==> src/rtl/tt_pkg.sv <==
package tt_pkg;

  // Status codes reported on term_type_o
  typedef enum logic [2:0] {
    TERM_NONE    = 3'd0,
    TERM_RETRY   = 3'd1,
    TERM_HELD    = 3'd2,
    TERM_IMMED   = 3'd3,
    TERM_LATENCY = 3'd4,
    TERM_ABORT   = 3'd5
  } term_e;

  typedef enum logic [1:0] {
    ST_IDLE,
    ST_DATA,
    ST_STOP,
    ST_ABORT
  } bus_st_e;

  // Target-side bus drive bundle
  typedef struct packed {
    logic devsel;
    logic trdy;
    logic stop;
  } bus_drv_t;

endpackage

==> src/rtl/tt_lat_timer.sv <==
module tt_lat_timer #(
  parameter int LAT_CLKS = 8
) (
  input  logic clk,
  input  logic rst_n,
  input  logic clear_i,
  input  logic active_i,
  input  logic xfer_i,
  output logic expire_o
);
  localparam int CW = $clog2(LAT_CLKS) + 1;
  localparam logic [CW-1:0] LAST = CW'(LAT_CLKS - 1);

  logic [CW-1:0] gap_q;

  // Fires on the edge that would end the LAT_CLKS-th idle cycle
  assign expire_o = active_i & ~xfer_i & (gap_q == LAST);

  always_ff @(posedge clk) begin
    if (!rst_n) begin
      gap_q <= '0;
    end else if (clear_i | xfer_i) begin
      gap_q <= '0;
    end else if (active_i & ~expire_o) begin
      gap_q <= gap_q + 1'b1;
    end
  end
endmodule

==> src/rtl/tt_bus_fsm.sv <==
module tt_bus_fsm
  import tt_pkg::*;
(
  input  logic     clk,
  input  logic     rst_n,
  input  logic     claim_i,
  input  logic     frame_i,
  input  logic     irdy_i,
  input  logic     be_rdy_i,
  input  logic     term_req_i,
  input  logic     term_abort_i,
  input  logic     lat_expire_i,
  output bus_drv_t drv_o,
  output logic     in_data_o,
  output logic     start_o,
  output logic     lat_stop_o
);
  bus_st_e  st_q, st_d;
  bus_drv_t drv_q, drv_d;
  logic     lat_q, lat_d;
  logic     hold, xfer;

  // Target ready raised but the initiator has not taken the word yet
  assign hold = drv_q.trdy & ~irdy_i;
  assign xfer = drv_q.devsel & drv_q.trdy & irdy_i;

  always_comb begin
    st_d  = st_q;
    drv_d = drv_q;
    lat_d = lat_q;
    unique case (st_q)
      ST_IDLE: begin
        drv_d = '0;
        if (claim_i) begin
          st_d         = ST_DATA;
          drv_d.devsel = 1'b1;
          lat_d        = 1'b0;
        end
      end
      ST_DATA: begin
        if (~frame_i & xfer) begin
          st_d  = ST_IDLE;
          drv_d = '0;
        end else if (term_req_i & term_abort_i) begin
          st_d  = ST_ABORT;
          drv_d = '{devsel: 1'b0, trdy: 1'b0, stop: 1'b1};
        end else if (term_req_i) begin
          st_d       = ST_STOP;
          drv_d.stop = 1'b1;
          drv_d.trdy = hold | be_rdy_i;
        end else if (lat_expire_i) begin
          st_d       = ST_STOP;
          drv_d.stop = 1'b1;
          drv_d.trdy = hold;
          lat_d      = 1'b1;
        end else begin
          drv_d.trdy = hold | be_rdy_i;
        end
      end
      ST_STOP: begin
        if (~frame_i & ~hold) begin
          st_d  = ST_IDLE;
          drv_d = '0;
        end else begin
          drv_d.trdy = hold;
        end
      end
      ST_ABORT: begin
        if (~frame_i) begin
          st_d  = ST_IDLE;
          drv_d = '0;
        end
      end
      default: begin
        st_d  = ST_IDLE;
        drv_d = '0;
      end
    endcase
  end

  always_ff @(posedge clk) begin
    if (!rst_n) begin
      st_q  <= ST_IDLE;
      drv_q <= '0;
      lat_q <= 1'b0;
    end else begin
      st_q  <= st_d;
      drv_q <= drv_d;
      lat_q <= lat_d;
    end
  end

  assign drv_o      = drv_q;
  assign in_data_o  = (st_q == ST_DATA);
  assign start_o    = (st_q == ST_IDLE) & claim_i;
  assign lat_stop_o = lat_q;
endmodule

==> src/rtl/tt_term_status.sv <==
module tt_term_status
  import tt_pkg::*;
(
  input  logic     clk,
  input  logic     rst_n,
  input  logic     start_i,
  input  bus_drv_t drv_i,
  input  logic     irdy_i,
  input  logic     lat_i,
  output logic     vld_o,
  output term_e    type_o
);
  logic  stop_d;
  logic  first_stop;
  logic  vld_q;
  term_e type_q;

  assign first_stop = drv_i.stop & ~stop_d;

  function automatic term_e classify(input bus_drv_t d, input logic irdy, input logic lat);
    if (lat)                classify = TERM_LATENCY;
    else if (!d.devsel)     classify = TERM_ABORT;
    else if (d.trdy & irdy) classify = TERM_IMMED;
    else if (d.trdy)        classify = TERM_HELD;
    else                    classify = TERM_RETRY;
  endfunction

  always_ff @(posedge clk) begin
    if (!rst_n) begin
      stop_d <= 1'b0;
      vld_q  <= 1'b0;
      type_q <= TERM_NONE;
    end else begin
      stop_d <= drv_i.stop;
      if (start_i) begin
        vld_q  <= 1'b0;
        type_q <= TERM_NONE;
      end else if (first_stop) begin
        vld_q  <= 1'b1;
        type_q <= classify(drv_i, irdy_i, lat_i);
      end
    end
  end

  assign vld_o  = vld_q;
  assign type_o = type_q;
endmodule

==> src/rtl/pci_tgt_term.sv <==
module pci_tgt_term
  import tt_pkg::*;
#(
  parameter int LAT_CLKS = 8
) (
  input  logic       clk,
  input  logic       rst_n,
  input  logic       claim_i,
  input  logic       frame_i,
  input  logic       irdy_i,
  input  logic       be_rdy_i,
  input  logic       term_req_i,
  input  logic       term_abort_i,
  output logic       devsel_o,
  output logic       trdy_o,
  output logic       stop_o,
  output logic       xfer_o,
  output logic       term_vld_o,
  output logic [2:0] term_type_o
);
  bus_drv_t drv;
  logic     in_data, start, lat_stop, lat_expire, xfer;
  term_e    type_w;

  assign xfer = drv.devsel & drv.trdy & irdy_i;

  tt_lat_timer #(.LAT_CLKS(LAT_CLKS)) u_timer (
    .clk      (clk),
    .rst_n    (rst_n),
    .clear_i  (start),
    .active_i (in_data),
    .xfer_i   (xfer),
    .expire_o (lat_expire)
  );

  tt_bus_fsm u_fsm (
    .clk          (clk),
    .rst_n        (rst_n),
    .claim_i      (claim_i),
    .frame_i      (frame_i),
    .irdy_i       (irdy_i),
    .be_rdy_i     (be_rdy_i),
    .term_req_i   (term_req_i),
    .term_abort_i (term_abort_i),
    .lat_expire_i (lat_expire),
    .drv_o        (drv),
    .in_data_o    (in_data),
    .start_o      (start),
    .lat_stop_o   (lat_stop)
  );

  tt_term_status u_status (
    .clk     (clk),
    .rst_n   (rst_n),
    .start_i (start),
    .drv_i   (drv),
    .irdy_i  (irdy_i),
    .lat_i   (lat_stop),
    .vld_o   (term_vld_o),
    .type_o  (type_w)
  );

  assign devsel_o    = drv.devsel;
  assign trdy_o      = drv.trdy;
  assign stop_o      = drv.stop;
  assign xfer_o      = xfer;
  assign term_type_o = type_w;
endmodule

==> config.mk <==
export PLATFORM = sky130hd
export DESIGN_NAME = pci_tgt_term
export DESIGN_NICKNAME = d
export VERILOG_FILES = /design/src/rtl/tt_pkg.sv /design/src/rtl/tt_lat_timer.sv /design/src/rtl/tt_bus_fsm.sv /design/src/rtl/tt_term_status.sv /design/src/rtl/pci_tgt_term.sv
export SDC_FILE = /design/constraint.sdc
export NUM_CORES = 1
export LEC_CHECK = 0
export ABC_CLOCK_PERIOD_IN_PS = 2070
export BUFFER_PORTS_ARGS = -buffer_cell sky130_fd_sc_hd__clkbuf_2
export CAP_MARGIN = 10
export CORE_AREA = 5 5 43 45
export CTS_CLUSTER_DIAMETER = 100
export DETAILED_ROUTE_END_ITERATION = 12
export DIE_AREA = 0 0 48 50
export HOLD_SLACK_MARGIN = 0.1
export PLACE_DENSITY = 0.73
export SKIP_LAST_GASP = 1
export SLEW_MARGIN = 20
export SYNTH_ARGS = -nofsm -noshare
export SYNTH_HDL_FRONTEND = slang
export SYNTH_SLANG_ARGS = --single-unit
==> constraint.sdc <==
create_clock -name clk -period 2.07 [get_ports clk]
set_input_delay 0.621 -clock clk [delete_from_list [all_inputs] [get_ports clk]]
set_output_delay 0.621 -clock clk [all_outputs]
set_load 0.05 [all_outputs]
; ---- Word level (Yosys, flattened, before mapping)
; Cells that the tools add are included.
[classes]
addsub = 1
n_eq_ne = 13
muxes = 28
bitwise_logic = 21
reduce_logical = 8
[ops]
columns = operator, count
row1 = $mux 2, 10
row2 = $mux 3, 5
row3 = $and 1x1->1, 12
row4 = $ne 2x2->1 const B, 6
row5 = $pmux 3 s4, 1
row6 = $mux 1, 10
row7 = $pmux 2 s4, 1
row8 = $not 1->1, 7
row9 = $reduce_and 3->1, 2
row10 = $reduce_and 6->1, 1
row11 = $ne 5x3->1 const B, 1
row12 = $add 4x1->4 const B, 1
row13 = $eq 2x2->1 const B, 2
row14 = $eq 4x3->1 const B, 1
row15 = $reduce_and 4->1, 1
row16 = $reduce_or 2->1, 2
row17 = $ne 3x1->1 const B, 1
row18 = $eq 2x1->1 const B, 1
row19 = $logic_not 2->1, 1
row20 = $ne 2x1->1 const B, 1
row21 = $or 1x1->1, 2
row22 = $pmux 1 s2, 1
row23 = $reduce_bool 2->1, 1
[word_totals]
register_bits = 15
in_bits = 8
out_inout_bits = 8
wordCells = 80

; ---- Longest topological paths before layout
[depth]
ltp_word = 10
mapped_depth = 5
ltp_nobuf = 5

; ---- By module
; A second synthesis with hierarchy kept.
[hier_totals]
hier_cells = 86
hier_area_um2 = 768.2
[by_module_without_submodules]
columns = module, instances, cells_each, area_each_um2, seq_area_each_um2
row1 = tt_bus_fsm, 1, 41, 344.1, 120.1
row2 = tt_lat_timer, 1, 23, 216.5, 80.1
row3 = tt_term_status, 1, 21, 201.4, 100.1
row4 = pci_tgt_term, 1, 1, 6.3, 0.0

; ---- Worst setup path before layout
; OpenSTA, ideal clock, no wires.
[synth_path]
path_type = register to register
startpoint = register u_fsm.drv_q, in the netlist u_fsm.drv_o[2]
endpoint = register u_fsm.drv_q, in the netlist u_fsm.drv_o[1]
setup_time_ns = 0.074
t_arrival_ns = 1.718
required_ns = 1.996
slack_ns = 0.278
path_stages_with_launch = 6
path_buffers = 0
period_less_slack_ns = 1.792
path_cell_list = dfxtp_1 nand3_2 clkinv_2 nor4_2 or3b_1 a31oi_1
[synth_between]
elab_chain_cells = 10
word_cells_on_any_way = 11
cone_classes = mux (5) / bitwise (6)
[synth_rtl]
columns = item, line_no
row1 = "start, declared", tt_bus_fsm.sv:19  ; bus_drv_t drv_q, drv_d;
row2 = "start signal, assigned", tt_bus_fsm.sv:88  ; drv_q <= drv_d;
row3 = $and 1x1->1 * (2 in a row), pci_tgt_term.sv:25  ; assign xfer = drv.devsel & drv.trdy & irdy_i;
row4 = named net xfer_o, pci_tgt_term.sv:17  ; output logic xfer_o,
row5 = $not 1->1, tt_lat_timer.sv:17  ; assign expire_o = active_i & ~xfer_i & (gap_q == LAST);
row6 = $and 1x1->1 (2 in a row), tt_lat_timer.sv:17
row7 = $mux 1, tt_bus_fsm.sv:51  ; end else if (lat_expire_i) begin
row8 = $mux 2, tt_bus_fsm.sv:47  ; end else if (term_req_i) begin
row9 = $mux 2, tt_bus_fsm.sv:44  ; end else if (term_req_i & term_abort_i) begin
row10 = $mux 3 *, tt_bus_fsm.sv:41  ; if (~frame_i & xfer) begin
row11 = $pmux 3 s4 *, tt_bus_fsm.sv:31  ; unique case (st_q)
; Mark *: on every way through the listed nets, which the timed path passes. The rest lies on a longest branch.
; A chain may end at the register's enable or synchronous reset.

; ---- Worst setup path in the final report
[layout_path]
startpoint = register u_fsm.drv_q, in the netlist u_fsm.drv_o[2]
endpoint = output port xfer_o
[layout_between]
elab_chain_cells = 2
[layout_rtl]
columns = item, line_no
row1 = $and 1x1->1 (2 in a row), pci_tgt_term.sv:25
row2 = "end, declared", pci_tgt_term.sv:17
; No other way between the ends.

==> impl_metrics.json <==
{
  "rsz0062_at_grt": "false",
  "netlist_area_um2": 694,
  "hpwlAfterDp_mm": 1.07,
  "numCtsBuffers": 3,
  "synth_top_area_share": 0.432,
  "path_class": "register to output pin",
  "mappedNetlistNets": 88,
  "yosys_warnings": 0,
  "cpMaxStageDelayCell": "dfxtp_1",
  "vias_per_cell": 5.32,
  "power.density_nw_per_um2": 675,
  "fin_skew_ns": 0.00226,
  "worst-path-max-fanout": 6,
  "hold_viol": 0,
  "core_um2": 1440,
  "setup_tns_ns": 0,
  "leakage_nw": 0.337,
  "hold_start": "u_status.vld_o",
  "grt_max_degree": 9,
  "p_total_uw": 550,
  "critPathLaunchType": "register",
  "timing.fmax_ghz": 0.530,
  "run_status": "completed",
  "path_cells": "nand3_2 > clkinv_2 > clkbuf_2",
  "tritoncts": "built",
  "r2r_setup_slack_ns": 0.63,
  "hold_buffers": 0,
  "hold_path_class": "register to register",
  "post-place-ws_ns": 0.190,
  "r2r_cells": 5,
  "dp_cells": 110,
  "grt_use_total": 0.137,
  "postPlaceCellArea_um2": 790,
  "worstReg2RegStart": "u_timer.gap_q[0]",
  "crit_path_end_kind": "output pin",
  "cap_violations": 0,
  "routedWlPerCell_um": 12.1,
  "die_area_um2": 2400,
  "gr-total-overflow": 0,
  "cts-root-buf": "clkbuf_4",
  "worst_pin_slew_ns": 0.441,
  "syn_avg_cell_area_um2": 8.79,
  "synthCells": 79,
  "synth_cell_types": 31,
  "regToRegEndpoint": "u_fsm.drv_o[0]",
  "core.rowCount": 14,
  "clock-sinks": 15,
  "slew_viol_final": 0,
  "cp.arrival_ns": 1.27,
  "finalNonFillerCells": 114,
  "start_util": 0.483,
  "fin_crit_ns": 1.89,
  "antenna_cells": 0,
  "die_w_um": 48,
  "cts.clk_slew.worst_paths_ns": 0.08,
  "final.period_utilization": 0.912,
  "route.vias.total": 606,
  "holdPathStages": 2,
  "slowest_delay_ns": 0.44,
  "ios": 16,
  "fillCellCount": 127,
  "drc": 0,
  "drt_pass1_iterations": 4,
  "synth_area_leaders": "dfxtp_1, a21oi_1, nor2_1",
  "drt-initial-drc-count": 12,
  "antenna_left": 0,
  "fp.dieH_um": 50,
  "final_area_um2": 816,
  "io_buffers": 15,
  "clockBufferDepth": 2,
  "drive_above_1_share": 0.245,
  "cts.htree.levels": 1,
  "synth_top_area_cell": "dfxtp_1",
  "crit_required_ns": 1.45,
  "wl_mm": 1.38,
  "fin_ws_ns": 0.182,
  "grt_pass1_vias": 570,
  "clock_latency_ns": 0.28,
  "grt_pass1_wl_mm": 2.39,
  "min_to": "u_status.vld_o",
  "antenna_found_initial": 0,
  "max-vdd-ir-drop_v": 0.000347,
  "final_nets": 108,
  "slew_headroom": 0.703,
  "finalSetupViolCount": 0,
  "place.gp.congestion": 0.797,
  "area_growth_pct": 17.5,
  "cts_setup_buffers": 0,
  "cts_resized": 0,
  "ys_ff_latch": 15,
  "yosysSeqAreaShare": 0.432
}
[synth_stat cells (all sizes together)]
| cell | count |
|---|---|
| nand3 | 3 |
| nand2 | 4 |
| o211ai | 3 |
| clkinv | 1 |
| nor4 | 1 |
| nor2b | 1 |
| or2b | 1 |
| a211oi | 3 |
| ha | 1 |
| o21ai | 4 |
| o21bai | 1 |
| o221ai | 1 |
| and3 | 3 |
| nor3 | 1 |
| mux2i | 1 |
| a31oi | 1 |
| and2b | 2 |
| or3b | 1 |
| and2 | 1 |
| a21bo | 1 |
| nand2b | 2 |
| nor3b | 1 |
| xor2 | 3 |
| a21oi | 9 |
| nor2 | 10 |
| dfxtp | 15 |
| inv | 3 |
| nand3b | 1 |
[report_power, final]
group          switching [mW]  total [mW]  internal, mW  leakage (nW)
Sequential             0.0106       0.308         0.298         0.122
Clock                  0.0872       0.162        0.0748        0.0150
Combinational          0.0504      0.0799        0.0295         0.200
Total                   0.148       0.550         0.402         0.337
[routing by layer]
layer | vias up | share of wire | track usage
met5 | - | 0 | 0
met4 | 0 | 0.013 | 0.0673
met3 | 2 | 0.049 | 0.0327
met2 | 15 | 0.46 | 0.216
met1 | 266 | 0.47 | 0.167
li1 | 323 | - | -
[worst max-delay path by stage]
stage                         from             end  slack (ns)  depth (start not counted)
finish              u_fsm.drv_o[2]          xfer_o        0.18                          3
global route        u_fsm.drv_o[2]          xfer_o        0.08                          3
CTS                 u_fsm.drv_o[2]          xfer_o        0.17                          3
detailed placement          irdy_i          xfer_o        0.19                          4
global placement            irdy_i          xfer_o        0.21                          4
floorplan           u_fsm.drv_o[2]  u_fsm.drv_o[1]        0.28                          5
[critical path: cells and delay by family (launching register included)]
family / cells / cell delay, ns
AND/OR/NAND/NOR: 1 / 0.16
flip-flops: 1 / 0.44
buffers and inverters: 2 / 0.39
[logic make-up after synthesis]
family	after synthesis	share of synthesized area
flip-flops	15	0.432
multiplexers	1	0.0144
AND/OR/NAND/NOR	32	0.261
adder cells (fa/ha/maj)	1	0.0180
buffers and inverters	4	0.0234
XOR/XNOR	3	0.0378
AO/OA/AOI/OAI	23	0.213
[final cells by class]
type	instances	area (um2)	area share
Clock buffer	4	26.3	0.0322
Inverter	4	16.3	0.0199
Multi-Input combinational cell	60	378	0.463
Sequential cell	15	300	0.368
Tap cell	16	20.0	0.0245
Timing Repair Buffer	15	75.1	0.0920
[metrics by stage]
stage | hold WS [ns] | util
floorplan | 0.470 | -
global placement | 0.438 | 0.550
detailed placement | 0.438 | 0.550
CTS | 0.451 | 0.568
global route | 0.482 | 0.568
finish | 0.446 | 0.568
[registers in the layout (all words and copies together) (netlist names)]
signal	cells
u_fsm.drv_o	3
u_fsm.lat_stop_o	1
u_fsm.st_q	2
u_status.stop_d	1
u_status.type_o	3
u_status.vld_o	1
u_timer.gap_q	4
[cells in the final DEF, fill, tap and decap left out, drive strengths merged, types with 2 or more instances in the layout]
cell type / instances
clkbuf: 19
dfxtp: 15
nor2: 10
a21oi: 9
nand2: 4
o21ai: 4
and3: 3
xor2: 3
inv: 3
a211oi: 3
nand3: 3
o211ai: 3
nand2b: 2
and2b: 2
(Power assumes the default switching activity.)
